**config.mk**
```make
export PLATFORM = sky130hd
export DESIGN_NAME = bclr_engine
export DESIGN_NICKNAME = d
export VERILOG_FILES = /design/src/rtl/bclr_pkg.sv /design/src/rtl/bclr_tick.sv /design/src/rtl/bclr_seq.sv /design/src/rtl/bclr_regs.sv /design/src/rtl/bclr_engine.sv
export SDC_FILE = /design/constraint.sdc
export NUM_CORES = 1
export LEC_CHECK = 0
export ABC_AREA = 1
export BUFFER_PORTS_ARGS = -buffer_cell sky130_fd_sc_hd__buf_2
export CORE_MARGIN = 2
export CORE_UTILIZATION = 45
export DETAILED_ROUTE_END_ITERATION = 8
export PLACE_DENSITY = 0.69
export SYNTH_ARGS = -nofsm -noshare
export SYNTH_HDL_FRONTEND = slang
export SYNTH_HIERARCHICAL = 1
export SYNTH_SLANG_ARGS = --single-unit
export TNS_END_PERCENT = 5
```
**constraint.sdc**
```tcl
create_clock -name clk -period 2.35 [get_ports clk]
set_input_delay 0.47 -clock clk [delete_from_list [all_inputs] [get_ports clk]]
set_output_delay 0.47 -clock clk [all_outputs]
set_load 0.1 [all_outputs]
```
**src/rtl/bclr_pkg.sv**
```systemverilog
// Package: shared register offsets, field positions and sequencer states
// for the bus clear engine. Assumes byte-addressed 32-bit registers.
package bclr_pkg;
    localparam int ADDR_W = 5;
    localparam int DATA_W = 32;

    localparam logic [ADDR_W-1:0] ADR_CFG  = 5'h00;
    localparam logic [ADDR_W-1:0] ADR_STAT = 5'h04;
    localparam logic [ADDR_W-1:0] ADR_IRQ  = 5'h08;
    localparam logic [ADDR_W-1:0] ADR_MASK = 5'h0C;
    localparam logic [ADDR_W-1:0] ADR_DIV  = 5'h10;

    localparam int CFG_GO_BIT   = 0;
    localparam int CFG_TERM_BIT = 1;
    localparam int CFG_STOP_BIT = 2;
    localparam int CFG_THR_LSB  = 16;
    localparam int IRQ_DONE_BIT = 11;

    typedef enum logic [2:0] {
        ST_IDLE   = 3'd0,
        ST_LOW    = 3'd1,
        ST_HIGH   = 3'd2,
        ST_STOP_A = 3'd3,
        ST_STOP_B = 3'd4,
        ST_FINISH = 3'd5
    } bclr_state_e;
endpackage

```
**src/rtl/bclr_tick.sv**
```systemverilog
// Module: half-period timer. Produces a one-cycle tick every H enabled,
// non-held cycles, where H is the programmed half-period (0 acts as 1).
// Assumes 'en' falls between sequences so each sequence starts aligned.
module bclr_tick #(
    parameter int DIV_W = 16
) (
    input  logic             clk,
    input  logic             rst_n,
    input  logic             en,
    input  logic             hold,
    input  logic [DIV_W-1:0] half,
    output logic             tick
);
    logic [DIV_W-1:0] cnt;
    logic [DIV_W-1:0] last;

    // Terminal count of the divider.
    always_comb begin
        last = (half == '0) ? '0 : half - 1'b1;
        tick = en && !hold && (cnt == last);
    end

    // Count cycles within a half-period; pause on hold, clear when idle.
    always_ff @(posedge clk) begin
        if (!rst_n || !en) begin
            cnt <= '0;
        end else if (!hold) begin
            cnt <= tick ? '0 : cnt + 1'b1;
        end
    end
endmodule

```
**src/rtl/bclr_seq.sv**
```systemverilog
// Module: recovery sequencer. Alternates SCL low/high phases, samples SDA
// at the end of each high phase, counts pulses against the threshold and
// optionally builds a STOP before a one-cycle finish state.
// Assumes 'start' is only asserted while 'busy' is low.
module bclr_seq
    import bclr_pkg::*;
#(
    parameter int THR_W = 8
) (
    input  logic             clk,
    input  logic             rst_n,
    input  logic             start,
    input  logic [THR_W-1:0] thr,
    input  logic             stop_en,
    input  logic             term_en,
    input  logic             tick,
    input  logic             scl_i,
    input  logic             sda_i,
    output logic             run,
    output logic             hold,
    output logic             scl_oe,
    output logic             sda_oe,
    output logic             busy,
    output logic             finish,
    output logic             recovered
);
    bclr_state_e      state;
    logic [THR_W-1:0] pulse_cnt;
    logic [THR_W-1:0] thr_eff;
    logic             sda_hi_now;
    logic             last_pulse;

    // Decode phase outputs from the state.
    always_comb begin
        thr_eff    = (thr == '0) ? {{(THR_W-1){1'b0}}, 1'b1} : thr;
        scl_oe     = (state == ST_LOW) || (state == ST_STOP_A);
        sda_oe     = (state == ST_STOP_A) || (state == ST_STOP_B);
        busy       = (state != ST_IDLE);
        finish     = (state == ST_FINISH);
        run        = busy && !finish;
        hold       = (state == ST_HIGH) && !scl_i;
        sda_hi_now = sda_i;
        last_pulse = (pulse_cnt >= thr_eff) || (term_en && sda_hi_now);
    end

    // Advance through the phases and keep pulse count and SDA verdict.
    always_ff @(posedge clk) begin
        if (!rst_n) begin
            state     <= ST_IDLE;
            pulse_cnt <= '0;
            recovered <= 1'b0;
        end else begin
            case (state)
                ST_IDLE: if (start) begin
                    state     <= ST_LOW;
                    pulse_cnt <= '0;
                    recovered <= 1'b0;
                end
                ST_LOW: if (tick) begin
                    pulse_cnt <= pulse_cnt + 1'b1;
                    state     <= ST_HIGH;
                end
                ST_HIGH: if (tick) begin
                    recovered <= recovered | sda_hi_now;
                    if (last_pulse) state <= stop_en ? ST_STOP_A : ST_FINISH;
                    else            state <= ST_LOW;
                end
                ST_STOP_A: if (tick) state <= ST_STOP_B;
                ST_STOP_B: if (tick) state <= ST_FINISH;
                ST_FINISH: state <= ST_IDLE;
                default:   state <= ST_IDLE;
            endcase
        end
    end

    AST_NO_FALSE_START: assert property (@(posedge clk) disable iff (!rst_n)
        (!scl_oe && !$past(scl_oe)) |-> !$rose(sda_oe));
    AST_PULSE_BOUND: assert property (@(posedge clk) disable iff (!rst_n)
        busy |-> (pulse_cnt <= thr_eff));
    AST_IDLE_AFTER_FINISH: assert property (@(posedge clk) disable iff (!rst_n)
        finish |=> (!scl_oe && !sda_oe && !busy));
endmodule

```
**src/rtl/bclr_regs.sv**
```systemverilog
// Module: register file. Holds configuration, half-period, mask, done flag
// and recovery status; issues the start pulse. Fields are frozen while the
// sequencer is busy. Read data is combinational from the address.
module bclr_regs
    import bclr_pkg::*;
#(
    parameter int THR_W   = 8,
    parameter int DIV_W   = 16,
    parameter int DEF_THR = 9,
    parameter int DEF_DIV = 4
) (
    input  logic              clk,
    input  logic              rst_n,
    input  logic              wr,
    input  logic [ADDR_W-1:0] addr,
    input  logic [DATA_W-1:0] wdata,
    output logic [DATA_W-1:0] rdata,
    input  logic              busy,
    input  logic              finish,
    input  logic              rec_i,
    output logic              start,
    output logic [THR_W-1:0]  cfg_thr,
    output logic              cfg_stop,
    output logic              cfg_term,
    output logic [DIV_W-1:0]  div_half,
    output logic              irq
);
    logic done_q;
    logic mask_q;
    logic stat_q;
    logic cfg_wr;

    // Decode write strobes and the start request.
    always_comb begin
        cfg_wr = wr && (addr == ADR_CFG) && !busy;
        start  = cfg_wr && wdata[CFG_GO_BIT];
        irq    = done_q && mask_q;
    end

    // Configuration and half-period storage, frozen during a sequence.
    always_ff @(posedge clk) begin
        if (!rst_n) begin
            cfg_thr  <= THR_W'(DEF_THR);
            cfg_stop <= 1'b0;
            cfg_term <= 1'b0;
            div_half <= DIV_W'(DEF_DIV);
        end else begin
            if (cfg_wr) begin
                cfg_thr  <= wdata[CFG_THR_LSB +: THR_W];
                cfg_stop <= wdata[CFG_STOP_BIT];
                cfg_term <= wdata[CFG_TERM_BIT];
            end
            if (wr && (addr == ADR_DIV) && !busy) div_half <= wdata[DIV_W-1:0];
        end
    end

    // Done flag (set on finish, write-one-to-clear), mask and status.
    always_ff @(posedge clk) begin
        if (!rst_n) begin
            done_q <= 1'b0;
            mask_q <= 1'b0;
            stat_q <= 1'b0;
        end else begin
            if (finish) done_q <= 1'b1;
            else if (wr && (addr == ADR_IRQ) && wdata[IRQ_DONE_BIT]) done_q <= 1'b0;
            if (wr && (addr == ADR_MASK)) mask_q <= wdata[IRQ_DONE_BIT];
            if (start)       stat_q <= 1'b0;
            else if (finish) stat_q <= rec_i;
        end
    end

    // Read multiplexer.
    always_comb begin
        rdata = '0;
        case (addr)
            ADR_CFG: begin
                rdata[CFG_THR_LSB +: THR_W] = cfg_thr;
                rdata[CFG_STOP_BIT]         = cfg_stop;
                rdata[CFG_TERM_BIT]         = cfg_term;
                rdata[CFG_GO_BIT]           = busy;
            end
            ADR_STAT: rdata[0]              = stat_q;
            ADR_IRQ:  rdata[IRQ_DONE_BIT]   = done_q;
            ADR_MASK: rdata[IRQ_DONE_BIT]   = mask_q;
            ADR_DIV:  rdata[DIV_W-1:0]      = div_half;
            default:  rdata                 = '0;
        endcase
    end

    AST_DONE_ON_FINISH: assert property (@(posedge clk) disable iff (!rst_n)
        finish |=> done_q);
    AST_DONE_W1C: assert property (@(posedge clk) disable iff (!rst_n)
        (wr && addr == ADR_IRQ && wdata[IRQ_DONE_BIT] && !finish) |=> !done_q);
    AST_CFG_FROZEN: assert property (@(posedge clk) disable iff (!rst_n)
        (busy && $past(busy)) |-> ($stable(cfg_thr) && $stable(cfg_stop) && $stable(cfg_term)));
endmodule

```
**src/rtl/bclr_engine.sv**
```systemverilog
// Module: top of the I2C bus clear engine. Connects the register file,
// the half-period timer and the recovery sequencer. Assumes scl_i/sda_i
// are already synchronised to clk; outputs are open-drain enables.
module bclr_engine
    import bclr_pkg::*;
#(
    parameter int THR_W   = 8,
    parameter int DIV_W   = 16,
    parameter int DEF_THR = 9,
    parameter int DEF_DIV = 4
) (
    input  logic              clk,
    input  logic              rst_n,
    input  logic              reg_wr,
    input  logic [ADDR_W-1:0] reg_addr,
    input  logic [DATA_W-1:0] reg_wdata,
    output logic [DATA_W-1:0] reg_rdata,
    input  logic              scl_i,
    input  logic              sda_i,
    output logic              scl_oe,
    output logic              sda_oe,
    output logic              irq
);
    logic             start, busy, finish, rec, run, hold, tick;
    logic             cfg_stop, cfg_term;
    logic [THR_W-1:0] cfg_thr;
    logic [DIV_W-1:0] div_half;

    bclr_regs #(
        .THR_W(THR_W), .DIV_W(DIV_W), .DEF_THR(DEF_THR), .DEF_DIV(DEF_DIV)
    ) u_regs (
        .clk(clk), .rst_n(rst_n), .wr(reg_wr), .addr(reg_addr),
        .wdata(reg_wdata), .rdata(reg_rdata), .busy(busy), .finish(finish),
        .rec_i(rec), .start(start), .cfg_thr(cfg_thr), .cfg_stop(cfg_stop),
        .cfg_term(cfg_term), .div_half(div_half), .irq(irq)
    );

    bclr_tick #(.DIV_W(DIV_W)) u_tick (
        .clk(clk), .rst_n(rst_n), .en(run), .hold(hold),
        .half(div_half), .tick(tick)
    );

    bclr_seq #(.THR_W(THR_W)) u_seq (
        .clk(clk), .rst_n(rst_n), .start(start), .thr(cfg_thr),
        .stop_en(cfg_stop), .term_en(cfg_term), .tick(tick),
        .scl_i(scl_i), .sda_i(sda_i), .run(run), .hold(hold),
        .scl_oe(scl_oe), .sda_oe(sda_oe), .busy(busy), .finish(finish),
        .recovered(rec)
    );
endmodule

```
**Word-level counts from Yosys, hierarchy flattened**

Index checks and enable logic that the tools add are counted.

- Flip-flop bits (word level): 57
- Latch bits: 0
- Bits in writable memories: 0
- Memory bits (read-only): 0
- Output and inout port bits: 35
- Word-level logic and storage cells: 93
- Memories: 0

- Add/sub/neg operators: 3
- Multipliers: 0
- Divide/modulo/power cells: 0
- Order comparisons: 1
- Eq/ne operators: 15
- Shifts and indexed selects: 0
- Mux-type cells: 25
- Bitwise operators: 2
- Reduce and logical (&&, ||, !) cells: 36

Operators with widths:

| cell | count |
|---|---|
| two-way mux 8 bit | 5 |
| two-way mux 16 bit | 2 |
| two-way mux 3 bit | 7 |
| adder 16 x 1 -> 16 bit (second input constant) | 1 |
| == test 16 bit | 1 |
| logical NOT 16 bit | 1 |
| case mux 8 bit (2 select lines) | 1 |
| subtractor 16 x 1 -> 16 bit (second input constant) | 1 |
| case mux 3 bit (5 select lines) | 1 |
| logical AND 1 bit | 14 |
| == test 5 x 4 -> 1 bit (second input constant) | 2 |
| != test 2 bit (second input constant) | 5 |
| adder 8 x 1 -> 8 bit (second input constant) | 1 |
| >= comparator 8 bit | 1 |
| logical NOT 8 bit | 1 |
| == test 3 x 2 -> 1 bit (second input constant) | 2 |
| == test 3 bit (second input constant) | 2 |
| logical NOT 1 bit | 6 |
| case mux 1 bit (3 select lines) | 2 |
| AND reduction 3 bit | 2 |
| nonzero test 2 bit | 3 |
| == test 5 x 3 -> 1 bit (second input constant) | 1 |
| == test 5 bit (second input constant) | 1 |
| logical NOT 5 bit | 1 |
| other kinds (12) | 18 |

**Longest topological paths before layout**

- Depth in word-level cells: 7
- Depth in mapped cells: 19
- Gate-level depth less buffers: 19

**Cells and area by module**

The synthesis kept the hierarchy.

By module, submodules not included:

| module | times used | cells an instance | area each (um2) |
|---|---|---|---|
| bclr_tick | 1 | 287 | 1684.1 |
| bclr_regs | 1 | 261 | 1620.3 |
| bclr_seq | 1 | 138 | 934.6 |

**Worst setup path before layout**

Ideal clock, no wire load.

- Kind: in2out
- Start point: input port reg_addr[4]
- End point: output port reg_rdata[0]
- Arrival: 2354 ps
- Required time: 1880 ps
- Setup slack: -474 ps
- Cell stages on the path: 4
- Buffers on the path: 1
- Cell sequence: nor2_2 nand3_4 buf_6 o211ai_1

- Cells in the longest elaborated chain, start to end: 2
- Elaborated cells on any way between the ends: 4
- Those cells by class: 2 x eq/ne; 1 x mux; 1 x reduce/logical

RTL lines:

| item | line | text |
|---|---|---|
| start, declared | bclr_engine.sv:15 | `input logic [ADDR_W-1:0] reg_addr,` |
| == test 5 bit, or another cell as far along | bclr_regs.sv:75 | `case (addr)` |
| case mux 1 bit (3 select lines) * | bclr_regs.sv:75 |  |
| end, declared | bclr_engine.sv:17 | `output logic [DATA_W-1:0] reg_rdata,` |

Mark *: on every way between the ends. The rest lies on a longest branch, timed or not.

**Worst setup path after layout**

- Start point: register u_regs.div_half[4]
- End point: register u_seq.pulse_cnt[7]

- Cells in the longest elaborated chain, start to end: 6
- Elaborated cells on any way between the ends: 7
- Those cells by class: 1 x add/sub; 2 x eq/ne; 1 x mux; 3 x reduce/logical

RTL lines:

| item | line | text |
|---|---|---|
| start, declared | bclr_regs.sv:25 | `output logic [DIV_W-1:0] div_half,` |
| start signal, assigned | bclr_regs.sv:46 | `div_half <= DIV_W'(DEF_DIV);` |
| start signal, assigned | bclr_regs.sv:53 | `if (wr && (addr == ADR_DIV) && !busy) div_half <= wdata[DIV_W-1:0];` |
| subtractor 16 x 1 -> 16 bit or logical NOT 16 bit (tied branches) | bclr_tick.sv:19 | `last = (half == '0) ? '0 : half - 1'b1;` |
| two-way mux 16 bit * | bclr_tick.sv:19 |  |
| == test 16 bit * | bclr_tick.sv:20 | `tick = en && !hold && (cnt == last);` |
| logical AND 1 bit * | bclr_tick.sv:20 |  |
| named net tick | bclr_engine.sv:24 | `logic start, busy, finish, rec, run, hold, tick;` |
| != test 2 bit (no line) * | - |  |
| AND reduction 3 bit (no line) * | - |  |
| end signal, assigned | bclr_seq.sv:60 | `pulse_cnt <= pulse_cnt + 1'b1;` |
| end, declared | bclr_seq.sv:28 | `logic [THR_W-1:0] pulse_cnt;` |

The timed path passes the listed nets; every way through them passes the cells marked *.
A chain may end at the register's enable or synchronous reset.

==> impl_results.html <==
<table>
<tr><th>Metric</th><th>Value</th></tr>
<tr><th colspan="2">Floorplanning</th></tr>
<tr><td>Die outline area</td><td>10,200 sq um</td></tr>
<tr><td>I/O pin count</td><td>77</td></tr>
<tr><td>Area inside the core boundary</td><td>9200 sq um</td></tr>
<tr><td>Starting utilization of the core area</td><td>46.1%</td></tr>
<tr><td>Die width</td><td>101 um</td></tr>
<tr><td>Number of placement rows</td><td>35</td></tr>
<tr><td>Overall die height</td><td>101 um</td></tr>
<tr><th colspan="2">Logic synthesis</th></tr>
<tr><td>Synthesized flop and latch total</td><td>57</td></tr>
<tr><td>Cell area after synthesis</td><td>4240 sq um</td></tr>
<tr><td>Count of cell types in the netlist</td><td>44</td></tr>
<tr><td>Most used flip-flop cell after synthesis</td><td>sky130_fd_sc_hd__dfxtp_1</td></tr>
<tr><td>YS warnings</td><td>6</td></tr>
<tr><td>Number of flops mapped to enable cells by yosys</td><td>0</td></tr>
<tr><td>Top cell type's share of synthesized area</td><td>26.9%</td></tr>
<tr><td>Leading area contributor after synthesis</td><td>sky130_fd_sc_hd__dfxtp_1</td></tr>
<tr><td>Leading cell types by count after synthesis</td><td>sky130_fd_sc_hd__nand2_1, sky130_fd_sc_hd__nor2_1, sky130_fd_sc_hd__inv_1, sky130_fd_sc_hd__dfxtp_1, sky130_fd_sc_hd__nand3_1</td></tr>
<tr><td>Fraction of registers with async set/reset</td><td>0%</td></tr>
<tr><td>Count of mapped cells out of synthesis</td><td>686</td></tr>
<tr><td>Post-Synthesis Mean Instance Area</td><td>6.18 sq um</td></tr>
<tr><td>Cell types occupying the most area after synthesis</td><td>sky130_fd_sc_hd__dfxtp_1, sky130_fd_sc_hd__nand2_1, sky130_fd_sc_hd__nor2_1, sky130_fd_sc_hd__inv_1, sky130_fd_sc_hd__nand3_1</td></tr>
<tr><td>Most common cell in the netlist</td><td>sky130_fd_sc_hd__nand2_1</td></tr>
<tr><td>Share of synthesized area occupied by flip-flops and latches</td><td>26.9%</td></tr>
<tr><th colspan="2">Critical path</th></tr>
<tr><td>Cell Chain, Critical Path</td><td>buf_4, nor2_4, nand2_2, nor2_4, nand2_1, nand3_1, xor2_1, nand4_1, nand3b_1, nor2_1, buf_4, nand2_4, nand2_4, nand2_4, nor3_4, and2_1, nor2_1</td></tr>
<tr><td>Most numerous cell on the critical path</td><td>sky130_fd_sc_hd__nand2_4</td></tr>
<tr><td>Crit end category</td><td>flop</td></tr>
<tr><td>Biggest cell delay along the critical path</td><td>330 ps</td></tr>
<tr><td>Max Fanout on Critical Path</td><td>5</td></tr>
<tr><td>Worst EP required</td><td>2580 ps</td></tr>
<tr><td>Nature of the critical path startpoint</td><td>flop</td></tr>
<tr><td>Critical path's slowest cell</td><td>sky130_fd_sc_hd__dfxtp_2</td></tr>
<tr><td>Family of cells with the greatest summed delay on the critical path</td><td>simple AND/OR/NAND/NOR gates</td></tr>
<tr><td>Reg-to-reg setup timing slack</td><td>-50 ps</td></tr>
<tr><td>Arrival time at the worst endpoint</td><td>2630 ps</td></tr>
<tr><td>CP Buf/Inv Count</td><td>2</td></tr>
<tr><td>Category of the most critical setup path</td><td>flop to flop</td></tr>
<tr><th colspan="2">Route</th></tr>
<tr><td>DRC</td><td>0</td></tr>
<tr><td>DR pass1 iterations</td><td>4</td></tr>
<tr><td>Via count of the routed design</td><td>4,292</td></tr>
<tr><td>Count of routing violations after the opening detailed-route iteration</td><td>153</td></tr>
<tr><td>Count of nets left with antenna violations after detail routing</td><td>0</td></tr>
<tr><td>Wire length per cell</td><td>11.2 um</td></tr>
<tr><td>Vias per std cell</td><td>4.73</td></tr>
<tr><td>Sum of routed wire length over all layers</td><td>10.2 mm</td></tr>
<tr><th colspan="2">Clock network</th></tr>
<tr><td>Max Root-Sink Buffers</td><td>2</td></tr>
<tr><td>Clock tree from TritonCTS</td><td>done</td></tr>
<tr><td>Post-CTS Setup Bufs</td><td>0</td></tr>
<tr><td>H-Tree Level Count</td><td>3</td></tr>
<tr><td>Number of clock sinks</td><td>57</td></tr>
<tr><td>Clk root buf</td><td>sky130_fd_sc_hd__clkbuf_8</td></tr>
<tr><td>Worst-path clk slew</td><td>70 ps</td></tr>
<tr><td>CTS Buf Count</td><td>9</td></tr>
<tr><td>Clock latency on the worst-skew pair</td><td>330 ps</td></tr>
<tr><td>Hold buffer count at cts</td><td>0</td></tr>
<tr><th colspan="2">Outcome</th></tr>
<tr><td>Status</td><td>complete, but fails checks</td></tr>
<tr><td>Violations in the final reports</td><td>negative setup slack</td></tr>
<tr><th colspan="2">Cells and area</th></tr>
<tr><td>Filler cells</td><td>902</td></tr>
<tr><td>Diodes inserted</td><td>0</td></tr>
<tr><td>Layout cell share with drive strength beyond 1</td><td>26.6%</td></tr>
<tr><td>P&amp;R area growth vs syn</td><td>26.2%</td></tr>
<tr><td>Sequential standard cell area</td><td>1150 sq um</td></tr>
<tr><td>Final-stage net count</td><td>844</td></tr>
<tr><td>Post-Route Utilization</td><td>58.1%</td></tr>
<tr><td>Total area of multi-input combinational cells</td><td>2600 sq um</td></tr>
<tr><th colspan="2">Power</th></tr>
<tr><td>Static Leakage</td><td>0.00269 uW</td></tr>
<tr><td>Total power per unit cell area</td><td>429 nW/um^2</td></tr>
<tr><td>Worst supply voltage drop on vdd</td><td>315 uV</td></tr>
<tr><th colspan="2">GRT</th></tr>
<tr><td>Total grt overflow</td><td>0</td></tr>
<tr><td>Vias in the first global route</td><td>4,209</td></tr>
<tr><td>GR Util All Layers</td><td>21.5%</td></tr>
<tr><td>Wire length of the first global-routing pass</td><td>17.9 mm</td></tr>
<tr><td>Initial antenna violation count</td><td>0</td></tr>
<tr><td>Pin count of the biggest net entering global routing</td><td>30</td></tr>
<tr><th colspan="2">Timing</th></tr>
<tr><td>Period Utilization, post-route</td><td>102%</td></tr>
<tr><td>Setup-failing EPs final</td><td>5</td></tr>
<tr><td>Achievable frequency</td><td>416 MHz</td></tr>
<tr><td>Final-report hold violation count</td><td>0</td></tr>
<tr><td>Worst Slack Setup Final</td><td>-52.3 ps</td></tr>
<tr><td>RSZ-0062 raised after global routing</td><td>true</td></tr>
<tr><td>Final clock skew</td><td>11.2 ps</td></tr>
<tr><td>Final Max Tran Viols</td><td>0</td></tr>
<tr><td>Time the final worst path needs with I/O delays and setup</td><td>2400 ps</td></tr>
<tr><th colspan="2">Place</th></tr>
<tr><td>Final weighted congestion in routability-driven placement</td><td>0.891</td></tr>
<tr><td>IO Port Bufs</td><td>60</td></tr>
<tr><td>DP Wirelength</td><td>7.93 mm</td></tr>
<tr><td>Worst setup slack before clock tree synthesis</td><td>-186 ps</td></tr>
<tr><th colspan="2">Hold path</th></tr>
<tr><td>Class of the most critical hold timing path</td><td>primary input to flop</td></tr>
<tr><th colspan="2">Flow run</th></tr>
<tr><td>Max-cap violations</td><td>0</td></tr>
</table>
[flip-flops by register name, summed over array words and instances, names as in the netlist]
register / count
u_regs/cfg_thr: 8
u_seq/state: 3
u_seq/pulse_cnt: 8
u_regs/div_half: 16
u_regs/cfg_term: 1
u_regs/done_q: 1
u_regs/cfg_stop: 1
u_seq/recovered: 1
u_regs/mask_q: 1
u_regs/stat_q: 1
u_tick/cnt: 16
[per-stage QoR]
stage          TNS (ps)  total power, uW  cell area, sq um  instances  hold slack (ps)
5_1_grt           -1770             2390              5350        907              351
3_3_place_gp       -412             1250              4980        891              443
6_report          -98.2             2290              5350        907              347
3_5_place_dp      -1070             1260              4980        891              444
2_1_floorplan     -6780             1190              4270        693              430
4_1_cts           -28.4             2320              5310        907              335
[final timing paths]
kind	from	depth (start not counted)	end
max reg2reg	u_regs/div_half[4]	17	u_seq/pulse_cnt[7]
max	u_regs/div_half[4]	17	u_seq/pulse_cnt[7]
min	reg_wdata[16]	3	u_regs/cfg_thr[0]
min reg2reg	u_seq/recovered	2	u_seq/recovered
[cell usage in the layout (no fill, tap or decap), drive strengths merged, types with 8 or more instances in the layout]
master	n
a21oi	16
buf	109
clkbuf	11
conb	8
dfxtp	57
ha	11
inv	122
nand2	193
nand3	45
nand4	14
nor2	147
nor3	15
o21ai	12
xor2	13
[routing by layer]
metal | global-route usage, % | vias up | routed length [um]
met2 | 40.2 | 74 | 5230
li1 | - | 2282 | -
met4 | 4.99 | 0 | 104
met3 | 4.37 | 7 | 341
met5 | 0 | - | 0
met1 | 24.7 | 1929 | 4530
[timing repair]
item | in CTS | in global routing
resized for setup | 36 | 12
pin swaps | 19 | 1
endpoints found under the setup margin | 11 | 12
[kinds of logic (layout without fill, tap and decap cells)]
family	count (synthesis)	after routing	share of synthesized area [%]
xor gates and xnor gates	13	13	2.86
adders and majority gates	11	11	3.25
and+or+nand+nor	424	424	46.6
other	1	8	0.0885
DFF	57	57	26.9
AOI/OAI and AO/OA	36	36	5.14
buffers and inverters	144	247	15.2
[layout make-up]
class / count / area share, %
timing repair buffer: 109 / 14.3
sequential: 57 / 21.5
inverter: 122 / 8.61
clock inverter: 5 / 1.45
clock buffer: 11 / 2.83
multi-input combinational: 492 / 48.7
tap: 111 / 2.60
[tightest hold or removal path, stage by stage]
cell	delay [ps]
sky130_fd_sc_hd__buf_2	70
sky130_fd_sc_hd__nand2_1	50
sky130_fd_sc_hd__nand3_1	60
[power by group]
| part | leakage (uW) | internal, uW | switching, uW | total [uW] |
|---|---|---|---|---|
| logic | 0.00211 | 85.8 | 180 | 266 |
| registers | 0.000462 | 972 | 6.17 | 978 |
| clock network | 0.000115 | 651 | 399 | 1050 |
No activity file was read; power rests on OpenSTA's default activity.
